==> config.mk <==
export PLATFORM = sky130hd
export DESIGN_NAME = pe_status_reporter
export DESIGN_NICKNAME = d
export VERILOG_FILES = /design/src/rtl/pe_status_pkg.sv /design/src/rtl/pe_busy_timer.sv /design/src/rtl/pe_toggle_gen.sv /design/src/rtl/pe_read_mux.sv /design/src/rtl/pe_status_reporter.sv
export SDC_FILE = /design/constraint.sdc
export NUM_CORES = 1
export LEC_CHECK = 0
export BUFFER_PORTS_ARGS = -buffer_cell sky130_fd_sc_hd__buf_2
export CAP_MARGIN = 25
export CORE_AREA = 5 5 50 52
export DETAILED_ROUTE_END_ITERATION = 16
export DIE_AREA = 0 0 55 57
export PLACE_DENSITY = 0.73
export SKIP_CTS_REPAIR_TIMING = 1
export SYNTH_ARGS = -nofsm -noshare
export SYNTH_HDL_FRONTEND = slang
export SYNTH_SLANG_ARGS = --single-unit
==> constraint.sdc <==
create_clock -name clk -period 1.8 [get_ports clk]
set_input_delay 0.36 -clock clk [delete_from_list [all_inputs] [get_ports clk]]
set_output_delay 0.36 -clock clk [all_outputs]
set_load 0.1 [all_outputs]
==> src/rtl/pe_status_pkg.sv <==
package pe_status_pkg;

  typedef enum logic {
    OP_PROGRAM = 1'b0,
    OP_ERASE   = 1'b1
  } op_kind_e;

  // Context captured when an operation starts
  typedef struct packed {
    op_kind_e kind;
    logic     ref_msb;
  } op_ctx_t;

endpackage

==> src/rtl/pe_busy_timer.sv <==
module pe_busy_timer
  import pe_status_pkg::*;
#(
  parameter int PROG_CYCLES  = 64,
  parameter int ERASE_CYCLES = 512
) (
  input  logic    clk,
  input  logic    rst,
  input  logic    cmd_valid,
  input  logic    cmd_erase,
  input  logic    cmd_poll_ref,
  output logic    busy,
  output op_ctx_t ctx
);

  localparam int MAXC = (PROG_CYCLES > ERASE_CYCLES) ? PROG_CYCLES : ERASE_CYCLES;
  localparam int CW   = (MAXC > 1) ? $clog2(MAXC) : 1;
  localparam logic [CW-1:0] PROG_LOAD  = CW'(PROG_CYCLES - 1);
  localparam logic [CW-1:0] ERASE_LOAD = CW'(ERASE_CYCLES - 1);

  logic          busy_q;
  logic [CW-1:0] cnt_q;
  op_ctx_t       ctx_q;
  logic          accept;

  assign accept = cmd_valid && !busy_q;

  always_ff @(posedge clk) begin
    if (rst) begin
      busy_q <= 1'b0;
      cnt_q  <= '0;
      ctx_q  <= '{kind: OP_PROGRAM, ref_msb: 1'b0};
    end else if (busy_q) begin
      if (cnt_q == '0) busy_q <= 1'b0;
      else             cnt_q  <= cnt_q - 1'b1;
    end else if (accept) begin
      busy_q        <= 1'b1;
      cnt_q         <= cmd_erase ? ERASE_LOAD : PROG_LOAD;
      ctx_q.kind    <= cmd_erase ? OP_ERASE : OP_PROGRAM;
      ctx_q.ref_msb <= cmd_poll_ref;
    end
  end

  assign busy = busy_q;
  assign ctx  = ctx_q;

  // busy only starts after a command
  p_start_needs_cmd_r1: assert property (@(posedge clk) disable iff (rst)
    $rose(busy_q) |-> $past(cmd_valid));

  // busy cannot end while cycles remain
  p_no_early_end_r1: assert property (@(posedge clk) disable iff (rst)
    (busy_q && cnt_q != '0) |=> busy_q);

  // command during busy leaves context untouched
  p_ignore_busy_r8: assert property (@(posedge clk) disable iff (rst)
    (busy_q && cmd_valid) |=> $stable(ctx_q));

endmodule

==> src/rtl/pe_toggle_gen.sv <==
module pe_toggle_gen (
  input  logic clk,
  input  logic rst,
  input  logic rd_strobe,
  input  logic busy,
  output logic rd_rise,
  output logic tog
);

  logic prev_q;
  logic tog_q;

  assign rd_rise = rd_strobe && !prev_q;

  always_ff @(posedge clk) begin
    if (rst) begin
      prev_q <= 1'b0;
      tog_q  <= 1'b0;
    end else begin
      prev_q <= rd_strobe;
      if (rd_rise && busy) tog_q <= ~tog_q;
    end
  end

  assign tog = tog_q;

  // every busy read inverts the toggle
  p_tog_flip_r5: assert property (@(posedge clk) disable iff (rst)
    (busy && rd_rise) |=> (tog_q != $past(tog_q)));

  // no busy read, no change
  p_tog_hold_r6: assert property (@(posedge clk) disable iff (rst)
    !(busy && rd_rise) |=> $stable(tog_q));

endmodule

==> src/rtl/pe_read_mux.sv <==
module pe_read_mux
  import pe_status_pkg::*;
#(
  parameter int DATA_W = 8
) (
  input  logic              clk,
  input  logic              rst,
  input  logic              rd_rise,
  input  logic              busy,
  input  op_ctx_t           ctx,
  input  logic              tog,
  input  logic [DATA_W-1:0] rd_data,
  output logic [DATA_W-1:0] dout
);

  localparam int POLL_B = DATA_W - 1;
  localparam int TOG_B  = DATA_W - 2;

  logic [DATA_W-1:0] nxt;
  logic [DATA_W-1:0] dout_q;

  always_comb begin
    nxt = rd_data;
    if (busy) begin
      nxt[POLL_B] = (ctx.kind == OP_ERASE) ? 1'b0 : ~ctx.ref_msb;
      nxt[TOG_B]  = tog;
    end
  end

  always_ff @(posedge clk) begin
    if (rst)          dout_q <= '0;
    else if (rd_rise) dout_q <= nxt;
  end

  assign dout = dout_q;

  // low bits pass straight through
  p_low_pass_r7: assert property (@(posedge clk) disable iff (rst)
    rd_rise |=> (dout_q[TOG_B-1:0] == $past(rd_data[TOG_B-1:0])));

  // erase polls as zero
  p_erase_zero_r3: assert property (@(posedge clk) disable iff (rst)
    (rd_rise && busy && ctx.kind == OP_ERASE) |=> !dout_q[POLL_B]);

  // output holds without a read
  p_hold_r9: assert property (@(posedge clk) disable iff (rst)
    !rd_rise |=> $stable(dout_q));

endmodule

==> src/rtl/pe_status_reporter.sv <==
module pe_status_reporter
  import pe_status_pkg::*;
#(
  parameter int DATA_W       = 8,
  parameter int PROG_CYCLES  = 64,
  parameter int ERASE_CYCLES = 512
) (
  input  logic              clk,
  input  logic              rst,
  input  logic              cmd_valid,
  input  logic              cmd_erase,
  input  logic              cmd_poll_ref,
  input  logic              rd_strobe,
  input  logic [DATA_W-1:0] rd_data,
  output logic [DATA_W-1:0] dout,
  output logic              busy
);

  logic    busy_w;
  logic    rise_w;
  logic    tog_w;
  op_ctx_t ctx_w;

  pe_busy_timer #(
    .PROG_CYCLES (PROG_CYCLES),
    .ERASE_CYCLES(ERASE_CYCLES)
  ) u_timer (
    .clk         (clk),
    .rst         (rst),
    .cmd_valid   (cmd_valid),
    .cmd_erase   (cmd_erase),
    .cmd_poll_ref(cmd_poll_ref),
    .busy        (busy_w),
    .ctx         (ctx_w)
  );

  pe_toggle_gen u_toggle (
    .clk      (clk),
    .rst      (rst),
    .rd_strobe(rd_strobe),
    .busy     (busy_w),
    .rd_rise  (rise_w),
    .tog      (tog_w)
  );

  pe_read_mux #(
    .DATA_W(DATA_W)
  ) u_mux (
    .clk    (clk),
    .rst    (rst),
    .rd_rise(rise_w),
    .busy   (busy_w),
    .ctx    (ctx_w),
    .tog    (tog_w),
    .rd_data(rd_data),
    .dout   (dout)
  );

  assign busy = busy_w;

  initial begin
    assert (DATA_W >= 2) else $error("DATA_W must be at least 2");
    assert (PROG_CYCLES >= 1 && ERASE_CYCLES >= 1) else $error("cycle counts must be positive");
  end

endmodule

Yosys cells after proc, flatten, opt, wreduce, memory -nomap -nowiden
Cells that the tools add are included.
Widths: inputs -> output; s select.
Storage, ports and cells
  register bits: 22
  input port bits: 14
  output and inout port bits: 9
  logic and storage cells: 31
Operators by class
  $add $sub $neg: 1
  eq/ne operators: 1
  multiplexer cells: 10
  bitwise gates (word level): 3
  reduce and logical (&&, ||, !) cells: 9
Operator list (number)
  $mux 9: 4
  $logic_not 9->1: 1
  $sub 9x1->9 const B: 1
  $mux 1: 5
  $reduce_and 2->1: 2
  $logic_and 1x1->1: 3
  $not 1->1: 3
  $logic_not 1->1: 2
  $mux 2: 1
  $ne 2x2->1 const B: 1
  $reduce_bool 2->1: 1

Depth between registers and ports, before layout
Gate-level depths: netlist of run 1.
  depth in word-level cells: 4
  gate-level depth with buffers: 6
  depth with buffers taken out: 6

Hierarchy
From an unflattened synthesis of run 1, not the netlist that was laid out.
Second synthesis, totals
  cells, all modules: 106
  area, all modules: 1019.7 sq um
By module, submodules not included
  pe_busy_timer: instances 1, cells an instance 69, area each 620.6 sq um, seq. area each 240.2 sq um
  pe_read_mux: instances 1, cells an instance 29, area each 309.0 sq um, seq. area each 160.2 sq um
  pe_toggle_gen: instances 1, cells an instance 8, area each 90.1 sq um, seq. area each 40.0 sq um

Worst setup path before layout of run 1
No wires, ideal clock.
  path type: register to register
  start point: register u_timer.busy_q (netlist: u_timer.busy)
  end point: register u_timer.cnt_q[4]
  library setup time: 0.086 ns
  data arrival time: 1.925 ns
  data required time: 1.714 ns
  path slack: -0.210 ns
  stages on the path, launching flop included: 6
  buffers on the path: 1
  clock period less this slack: 2.010 ns
  cell sequence: dfxtp_1 -> buf_4 -> nand2_1 -> a2111oi_2 -> nor3_1 -> a211oi_1
On the way
  longest elaborated chain between the ends: 4
  elaborated cells on any way between the ends: 6
  classes of those cells: eq/ne (1); mux (1); reduce/logical (4)
Ends and longest elaborated chain
  start, declared: RTL line pe_busy_timer.sv:21  | logic busy_q;
  start signal, assigned: RTL line pe_busy_timer.sv:30  | busy_q <= 1'b0;
  start signal, assigned: RTL line pe_busy_timer.sv:34  | if (cnt_q == '0) busy_q <= 1'b0;
  start signal, assigned: RTL line pe_busy_timer.sv:37  | busy_q <= 1'b1;
  $logic_not 1->1: RTL line pe_busy_timer.sv:26  | assign accept = cmd_valid && !busy_q;
  $logic_and 1x1->1: RTL line pe_busy_timer.sv:26
  $reduce_bool 2->1 (no source line)
  $reduce_and 2->1 (no source line)
  end signal, assigned: RTL line pe_busy_timer.sv:35  | else cnt_q <= cnt_q - 1'b1;
  end signal, assigned: RTL line pe_busy_timer.sv:38  | cnt_q <= cmd_erase ? ERASE_LOAD : PROG_LOAD;
  end, declared: RTL line pe_busy_timer.sv:22  | logic [CW-1:0] cnt_q;
Several ways; a longest one is shown, not always the timed one.
A chain may end at the register's enable or synchronous reset.

Worst setup path in the final report of run 1
  start point: register u_timer.cnt_q[0]
  end point: register u_timer.cnt_q[4]
On the way
  longest elaborated chain between the ends: 3
  elaborated cells on any way between the ends: 6
  classes of those cells: add/sub (1); eq/ne (1); mux (2); reduce/logical (2)
Ends and longest elaborated chain (RTL line)
  $sub 9x1->9 or $logic_not 9->1 (tied branches): pe_busy_timer.sv:35, pe_busy_timer.sv:34
  $mux 9 or $ne 2x2->1 (tied branches)
  $mux 9 or $reduce_and 2->1 (tied branches)
Several ways; a longest one is shown, not always the timed one. The select of a mux whose other input is x is not followed.

==> metrics.json, run 1 <==
{
  "drv_cap": 0,
  "pin_count_of_the_biggest_net_entering_global_routing": 24,
  "grt-ovfl-total": 0,
  "hold_viol": 0,
  "layout_worst_path_cycle_share": 0.945,
  "detail_route.iter0.violations": 11,
  "hpwl_mm": 1.45,
  "synth.avg_cell_area_sq_um": 8.57,
  "grt_pass1_vias": 762,
  "timing.hold.worst_path_depth": 3,
  "cellPowerDensity_nw_per_um2": 1070,
  "fp-row-count": 17,
  "sequential_cell_area_sq_um": 442,
  "worst-endpoint-arrival_ps": 1940,
  "via_count": 856,
  "fraction_of_layout_instances_using_a_drive_strength_above_1": 0.252,
  "slew_headroom": 0.675,
  "total_leakage_power_uw": 0.000471,
  "route.antenna.remaining_nets": 0,
  "most-common-layout-cells": "buf_2 (22), nand2_1 (21), dfxtp_1 (21)",
  "r2r_setup_slack_ps": 100,
  "wire_length_of_the_first_global_routing_pass_mm": 3.17,
  "synth_cell_types": 30,
  "slew_violations": 0,
  "die_height_um": 57,
  "ir_worst_vdd_uv": 619,
  "h_tree_level_count": 1,
  "route.detailed.wl_per_inst_um": 12.8,
  "highest-signal-layer": "met4",
  "initial_antenna_violation_count": 0,
  "grt_usage": 0.136,
  "met3WireLength_um": 117,
  "detailed_routing_iterations_pass_1": 4,
  "setup_viol": 0,
  "i_o_pin_cnt": 23,
  "rr_worst_depth": 6,
  "critPathKind": "register to register",
  "vias_per_cell": 5.25,
  "tightestPinTransition_ps": 485,
  "detail_route.wirelength.met1_um": 882,
  "skew_ps": 7.37,
  "cts.clk_slew.worst_paths_ps": 120,
  "die_x_um": 55,
  "outcome": "finished, final reports clean",
  "stdcell_count": 163,
  "syn-num-nets": 127,
  "start_util": 0.465,
  "route.met2.wl_mm": 1.03,
  "design.core.area_sq_um": 2060,
  "globalplace.congestion": 0.866,
  "clock_insertion_delay_worst_skew_ps": 320,
  "cts_tree": "done",
  "utilization": 0.566,
  "leading_cell_type_in_the_layout_fill_and_taps_excluded": "buf_2",
  "crit-reg2reg-launch": "u_timer.cnt_q[0]$_SDFFE_PP0P_",
  "period_minus_slack_ps": 1700,
  "ys_seq_area_frac": 0.459,
  "hold_path.startpoint": "rd_data[1]",
  "synth_area_sq_um": 960,
  "synth-seq-cells": 22,
  "post_synth_inst_count": 112,
  "clock_sinks": 22,
  "yosys_warnings": 0,
  "tritoncts.num_buffers": 3,
  "antenna_cells_inserted": 0,
  "crit_required_ps": 2040,
  "timing.hold.worst.class": "primary input to register",
  "worst_case_hold_path_end_point": "u_mux.dout[1]$_SDFFE_PP0P_",
  "worstSetupEndpointType": "register",
  "clock-root-buffer": "clkbuf_4",
  "layout.nets": 151,
  "multi_input_comb_area_sq_um": 502,
  "fmaxAchievable_ghz": 0.588,
  "filler_cell_count": 213,
  "wirelength_mm": 2.08,
  "portBuffers": 22,
  "worst_r2r_endpoint": "u_timer.cnt_q[4]$_SDFFE_PP0P_",
  "type_of_origin_of_the_critical_path": "register",
  "die_area_sq_um": 3140,
  "post-place-cells": 159,
  "critical_path_peak_fanout": 5,
  "area_growth_syn_to_layout_pct": 21.6,
  "drc_errors": 0,
  "clockBufferDepth": 2
}
==> how the worst max path moves through the flow <==
stage / to / from / cells after the start / slack [ps]
after floorplan: u_timer.cnt_q[4]$_SDFFE_PP0P_ / u_timer.busy$_SDFF_PP0_ / 5 / 130
after global placement: u_timer.cnt_q[4]$_SDFFE_PP0P_ / u_timer.cnt_q[0]$_SDFFE_PP0P_ / 6 / 310
after detailed placement: u_timer.cnt_q[4]$_SDFFE_PP0P_ / u_timer.cnt_q[0]$_SDFFE_PP0P_ / 6 / 240
after CTS: u_timer.cnt_q[4]$_SDFFE_PP0P_ / u_timer.cnt_q[0]$_SDFFE_PP0P_ / 6 / 100
after global routing: u_timer.cnt_q[4]$_SDFFE_PP0P_ / u_timer.cnt_q[0]$_SDFFE_PP0P_ / 6 / -40
final: u_timer.cnt_q[4]$_SDFFE_PP0P_ / u_timer.cnt_q[0]$_SDFFE_PP0P_ / 6 / 100
==> flip-flops by register name, indices dropped and copies added, names as in the netlist <==
name and flops:
u_timer.cnt_q 9, u_mux.dout 8, u_timer.ctx 2, u_toggle.prev_q 1, u_toggle.tog 1, u_timer.busy 1
==> routing by layer <==
layer  up-vias  global-route usage
met1       383               0.170
met2        26               0.206
li1        440                   -
met3         7              0.0261
met4         0              0.0903
met5         -                   0
==> worst max-delay path, stage by stage, from the launching register on <==
cell and delay, ps:
dfxtp_1 390, inv_1 80, ha_1 230, nand2_1 150, a2111oi_4 420, nor3_1 120, a211oi_2 240
==> cells by family (layout without fill, tap and decap cells) <==
| family | count (synthesis) | after routing | synth area share |
|---|---|---|---|
| simple gates | 47 | 47 | 0.240 |
| buf+inv | 8 | 31 | 0.0365 |
| xor+xnor | 2 | 2 | 0.0183 |
| mux | 2 | 2 | 0.0209 |
| compound gates | 30 | 30 | 0.213 |
| fa+ha+maj | 1 | 1 | 0.0130 |
| flops | 22 | 22 | 0.459 |
==> synth_stat cells <==
master / n / area (sq um)
nor3_2: 1 / 10.0
a311o_1: 1 / 10.0
a221oi_1: 1 / 8.76
nand3_1: 1 / 5.00
nor2_1: 11 / 41.3
nor3_1: 4 / 20.0
ha_1: 1 / 12.5
inv_1: 3 / 11.3
o31ai_1: 1 / 7.51
mux2i_1: 2 / 20.0
o32ai_1: 1 / 8.76
nand3b_1: 1 / 7.51
nor4_4: 1 / 21.3
a2111oi_2: 1 / 15.0
a31oi_1: 1 / 6.26
dfxtp_1: 22 / 440
a21oi_1: 15 / 75.1
a41oi_2: 1 / 16.3
nand2_1: 21 / 78.8
xor2_1: 1 / 8.76
xnor2_1: 1 / 8.76
buf_2: 1 / 5.00
o21ai_0: 2 / 10.0
o311ai_0: 1 / 8.76
buf_4: 1 / 7.51
clkbuf_1: 3 / 11.3
a211oi_1: 5 / 37.5
and4_1: 1 / 8.76
nor2b_1: 4 / 25.0
nand2b_1: 2 / 12.5
==> cell type report <==
class,count,share of cell area
Tap cell,28,0.0300
Sequential cell,22,0.378
Clock inverter,1,0.0257
Clock buffer,3,0.0193
Inverter,3,0.00965
Timing Repair Buffer,24,0.107
Multi-Input combinational cell,82,0.430
==> through the flow <==
stage	instance area (sq um)	setup slack [ps]	hold slack, ps	total power [uW]	TNS [ps]
floorplan	961	125	432	810	0
global route	1170	-40.7	259	1310	-40.7
detailed placement	1100	239	449	873	0
global placement	1100	313	439	864	0
finish	1170	98.9	258	1250	0
CTS	1150	104	252	1250	0
==> report_power, final <==
group          switching, uW  internal [uW]  total (uW)
Combinational            204           89.6         294
Clock                    153            225         378
Sequential              50.7            528         579
Total                    408            843        1250
Power figures use the tool's default switching activity.
==> run 2: changes to the inputs <==
PLACE_DENSITY = 0.82   (was 0.73)
==> run 2 against run 1 <==
Effect of this change:
- clock power barely moved
- critical path depth unchanged
- routed wire length is 0.34% lower
- global-route usage up 1.6 points
- first-iteration DRC count rose to 3.1 times the previous value
- sequential cell count is the same
- combinational power shrank 2%
- final area is 1.5% lower
- maximum frequency up 4.4%
- non-clock buffer count did not move
==> metrics.json, run 2 (synthesis gave the netlist of run 1 again) <==
{
  "drc_errors": 0,
  "cellPowerDensity_nw_per_um2": 1080,
  "layout_worst_path_cycle_share": 0.906,
  "timing.setup.tns_ps": 0,
  "ir_worst_vdd_uv": 544,
  "antenna_cells_inserted": 0,
  "critPathKind": "register to register",
  "route.detailed.wl_per_inst_um": 12.7,
  "start_util": 0.465,
  "most-common-layout-cells": "buf_2 (22), nand2_1 (21), dfxtp_1 (21)",
  "type_of_origin_of_the_critical_path": "register",
  "tightestPinTransition_ps": 489,
  "total_leakage_power_uw": 0.000470,
  "worstSetupEndpointType": "register",
  "largest_register_ff_count": 9,
  "portBuffers": 22,
  "via_count": 860,
  "clock_sinks": 22,
  "critical_path_peak_fanout": 5,
  "skew_ps": 12.0,
  "initial_antenna_violation_count": 0,
  "layout.nets": 151,
  "fmaxAchievable_ghz": 0.614,
  "tritoncts.num_buffers": 3,
  "wire_length_of_the_first_global_routing_pass_mm": 3.58,
  "vias_per_cell": 5.28,
  "p_sw_uw": 399,
  "grt_setup_unrepaired": "false",
  "clock-root-buffer": "clkbuf_4",
  "grt_usage": 0.152,
  "timing.hold.worst_path_depth": 3,
  "rr_worst_depth": 6,
  "die_x_um": 55,
  "grt_pass1_vias": 832,
  "utilization": 0.557,
  "combinationalPowerShare": 0.233,
  "setup_viol": 0,
  "hpwl_mm": 1.55,
  "timing.hold.worst.class": "primary input to register",
  "worst-endpoint-arrival_ps": 1870,
  "register_containing_the_most_flip_flops_in_the_final_layout": "u_timer.cnt_q",
  "outcome": "finished, final reports clean",
  "fp-row-count": 17,
  "globalplace.congestion": 0.868,
  "pin_count_of_the_biggest_net_entering_global_routing": 24,
  "power_report.internal_total_uw": 841,
  "grt-ovfl-total": 0,
  "crit_required_ps": 2040,
  "h_tree_level_count": 1,
  "filler_cell_count": 195,
  "slew_headroom": 0.676,
  "hold_path.startpoint": "rd_data[2]",
  "worst_r2r_endpoint": "u_timer.cnt_q[4]$_SDFFE_PP0P_",
  "detailed_routing_iterations_pass_1": 4,
  "drv_cap": 0,
  "cts.clk_slew.worst_paths_ps": 130,
  "period_minus_slack_ps": 1630,
  "post_route_total_power_uw": 1240,
  "r2r_setup_slack_ps": 170,
  "design.core.area_sq_um": 2060,
  "area_growth_syn_to_layout_pct": 19.8,
  "worst_case_hold_path_end_point": "u_mux.dout[2]$_SDFFE_PP0P_",
  "pwr-share-seq": 0.464,
  "wirelength_mm": 2.07,
  "die_height_um": 57,
  "route.antenna.remaining_nets": 0,
  "i_o_pin_cnt": 23,
  "detail_route.iter0.violations": 34,
  "slew_violations": 0,
  "power_frac_clock": 0.303,
  "clock_insertion_delay_worst_skew_ps": 310,
  "clockBufferDepth": 2,
  "fraction_of_layout_instances_using_a_drive_strength_above_1": 0.244,
  "cts_tree": "done",
  "hold_viol": 0,
  "leading_cell_type_in_the_layout_fill_and_taps_excluded": "buf_2",
  "proportion_of_total_power_due_to_net_switching": 0.322,
  "crit-reg2reg-launch": "u_timer.cnt_q[0]$_SDFFE_PP0P_",
  "die_area_sq_um": 3140
}
[run 2: how the worst max path moves through the flow]
stage,from,endpoint,slack (ps)
floorplan,u_timer.busy$_SDFF_PP0_,u_timer.cnt_q[4]$_SDFFE_PP0P_,130
global placement,u_timer.cnt_q[0]$_SDFFE_PP0P_,u_timer.cnt_q[4]$_SDFFE_PP0P_,320
detailed placement,u_timer.cnt_q[0]$_SDFFE_PP0P_,u_timer.cnt_q[4]$_SDFFE_PP0P_,210
CTS,u_timer.cnt_q[0]$_SDFFE_PP0P_,u_timer.cnt_q[4]$_SDFFE_PP0P_,170
global route,u_timer.cnt_q[0]$_SDFFE_PP0P_,u_timer.cnt_q[4]$_SDFFE_PP0P_,30
finish,u_timer.cnt_q[0]$_SDFFE_PP0P_,u_timer.cnt_q[4]$_SDFFE_PP0P_,170
[run 2: power groups by stage]
stage / Clock, uW / Combinational (uW) / Sequential [uW]
4_1_cts: 387 / 290 / 576
3_5_place_dp: 0 / 287 / 587
2_1_floorplan: 0 / 140 / 670
3_3_place_gp: 0 / 279 / 583
5_1_grt: 415 / 315 / 584
6_report: 375 / 289 / 576
[run 2: cell type report]
class | instances | area (sq um) | area share
repair buffers | 24 | 125 | 0.109
clock inverters | 1 | 30.0 | 0.0261
clock buffers | 3 | 22.5 | 0.0196
inverters | 3 | 11.3 | 0.00979
well taps | 28 | 35.0 | 0.0305
flip-flops and latches | 22 | 442 | 0.384
multi-input cells | 82 | 484 | 0.421
[run 2: per-layer routing]
layer  global-route usage  vias up  share of wire  wire, um
li1                     -      442              -         -
met1                0.190      398           0.43       885
met3               0.0235        4          0.036        75
met5                    0        -              0         0
met4               0.0694        0          0.015        32
met2                0.248       16           0.52      1080
[run 2: critical path, cell delays in order (launching register included)]
cell and delay (ps):
dfxtp_1 390, inv_1 80, ha_1 240, nand2_1 140, a2111oi_2 420, nor3_1 90
a211oi_1 210
[run 2: stage by stage]
step	setup WS, ps	hold WS, ps	area (sq um)	instances
2_1_floorplan	125	432	961	112
3_3_place_gp	320	439	1100	159
3_5_place_dp	210	444	1100	159
4_1_cts	170	262	1150	163
5_1_grt	25.5	255	1150	163
6_report	170	269	1150	163
==> run 3: changes to the inputs <==
CELL_PAD_IN_SITES_DETAIL_PLACEMENT = 0   (was not set)
CELL_PAD_IN_SITES_GLOBAL_PLACEMENT = 1   (was not set)
CORE_AREA = 5 5 48 71   (was 5 5 50 52)
DIE_AREA = 0 0 53 76   (was 0 0 55 57)
RECOVER_POWER = 25   (was not set)
==> run 3 against run 2 <==
Effect of this change:
- sequential share of layout area down 1.0 points
- maximum frequency grew 2.4%
- combinational power is essentially flat
- via count up 1.4%
- global-route usage shrank 3.7 points
- clock skew shrank 10 ps
- sequential cell count unchanged
- clock power up 23%
- routed wire length increased by 1.7%
- sequential power about the same
- die area increased by 28%
==> metrics.json, run 3 (synthesis gave the netlist of run 1 again) <==
{
  "fmaxAchievable_ghz": 0.628,
  "worst-endpoint-arrival_ps": 1770,
  "timing.hold.worst.class": "primary input to register",
  "timing.setup.tns_ps": 0,
  "crit_slowest_cell": "a2111oi_2",
  "critical_path_peak_fanout": 5,
  "setup_viol": 0,
  "tritoncts.num_buffers": 3,
  "detailed_routing_iterations_pass_1": 4,
  "sequential_cell_area_sq_um": 442,
  "i_o_pin_cnt": 23,
  "detail_route.iter0.violations": 12,
  "die_x_um": 53,
  "portBuffers": 22,
  "antenna_cells_inserted": 0,
  "grt_usage": 0.115,
  "start_util": 0.344,
  "grt_pass1_vias": 832,
  "layout_worst_path_cycle_share": 0.885,
  "register_containing_the_most_flip_flops_in_the_final_layout": "u_timer.cnt_q",
  "design.core.area_sq_um": 2790,
  "cp_cell_sequence": "inv_1 > ha_1 > nand2_1 > a2111oi_2 > nor3_1 > a211oi_1",
  "period_minus_slack_ps": 1590,
  "route.detailed.wl_per_inst_um": 12.1,
  "most-common-layout-cells": "nand2_1 (21), buf_2 (21), dfxtp_1 (21)",
  "h_tree_level_count": 1,
  "critPathKind": "register to register",
  "die_area_sq_um": 4030,
  "wire_length_of_the_first_global_routing_pass_mm": 3.44,
  "detail_route.wirelength.met1_um": 884,
  "crit_required_ps": 1980,
  "outcome": "finished, final reports clean",
  "wirelength_mm": 2.11,
  "grt_setup_unrepaired": "false",
  "grt-ovfl-total": 0,
  "worstSetupEndpointType": "register",
  "route.antenna.remaining_nets": 0,
  "drv_cap": 0,
  "cts_tree": "done",
  "initial_antenna_violation_count": 0,
  "area_growth_syn_to_layout_pct": 23.1,
  "ir_worst_vdd_uv": 360,
  "drc_errors": 0,
  "route.met2.wl_mm": 1.05,
  "largest_register_ff_count": 9,
  "clock_sinks": 22,
  "slowest_delay_ps": 400,
  "total_leakage_power_uw": 0.000475,
  "cellPowerDensity_nw_per_um2": 1120,
  "clock-root-buffer": "clkbuf_8",
  "layout.nets": 151,
  "pin_count_of_the_biggest_net_entering_global_routing": 24,
  "vias_per_cell": 5.01,
  "post_route_total_power_uw": 1320,
  "tightestPinTransition_ps": 1010,
  "type_of_origin_of_the_critical_path": "register",
  "timing.hold.ws_ps": 323,
  "placed_area_sq_um": 1110,
  "clock_insertion_delay_worst_skew_ps": 260,
  "globalplace.congestion": 0.802,
  "slew_violations": 0,
  "hold_viol": 0,
  "via_count": 872,
  "die_height_um": 76,
  "cts.clk_slew.worst_paths_ps": 80,
  "slew_headroom": 0.326,
  "highest-signal-layer": "met4",
  "skew_ps": 1.81,
  "filler_cell_count": 304,
  "multi_input_comb_area_sq_um": 484,
  "clockBufferDepth": 2,
  "fraction_of_layout_instances_using_a_drive_strength_above_1": 0.237,
  "fp-row-count": 24,
  "hpwl_mm": 1.53,
  "utilization": 0.423,
  "design_area_sq_um": 1180,
  "met3WireLength_um": 81
}
run 3: path summary, 6_finish.rpt:
kind                                 start  depth (start not counted)                            end  slack [ps]
min                             rd_data[3]                          3     u_mux.dout[3]$_SDFFE_PP0P_         320
max reg2reg  u_timer.cnt_q[0]$_SDFFE_PP0P_                          6  u_timer.cnt_q[4]$_SDFFE_PP0P_         210
max          u_timer.cnt_q[0]$_SDFFE_PP0P_                          6  u_timer.cnt_q[4]$_SDFFE_PP0P_         210
min reg2reg     u_mux.dout[0]$_SDFFE_PP0P_                          2     u_mux.dout[0]$_SDFFE_PP0P_         460
run 3: report_power, final:
group          switching [uW]  internal (uW)
Sequential               47.3            528
Clock                     166            297
Combinational             199           87.1
Total                     412            912
run 3: worst max-delay path: cells and delay by family (launching register included):
kind	cells	cell delay, ps
DFF	1	370
and+or+nand+nor	2	200
adders and majority gates	1	240
buffers and inverters	1	80
AOI/OAI and AO/OA	2	600
run 3: per-layer routing:
layer / GRT usage / vias to the layer above
li1: - / 441
met1: 0.133 / 406
met2: 0.170 / 19
met3: 0.0196 / 6
met4: 0.105 / 0
met5: 0 / -
run 3: final cells by class:
| type | count | area share |
|---|---|---|
| multi-input cells | 82 | 0.410 |
| flip-flops and latches | 22 | 0.374 |
| repair buffers | 24 | 0.105 |
| well taps | 39 | 0.0413 |
| clock buffers | 3 | 0.0350 |
| clock inverters | 1 | 0.0254 |
| inverters | 3 | 0.00953 |
run 3: stage by stage:
step | cells | setup WS, ps
after floorplan | 112 | 125
after global placement | 170 | 314
after detailed placement | 170 | 250
after CTS | 174 | 230
after global routing | 174 | 103
final | 174 | 208
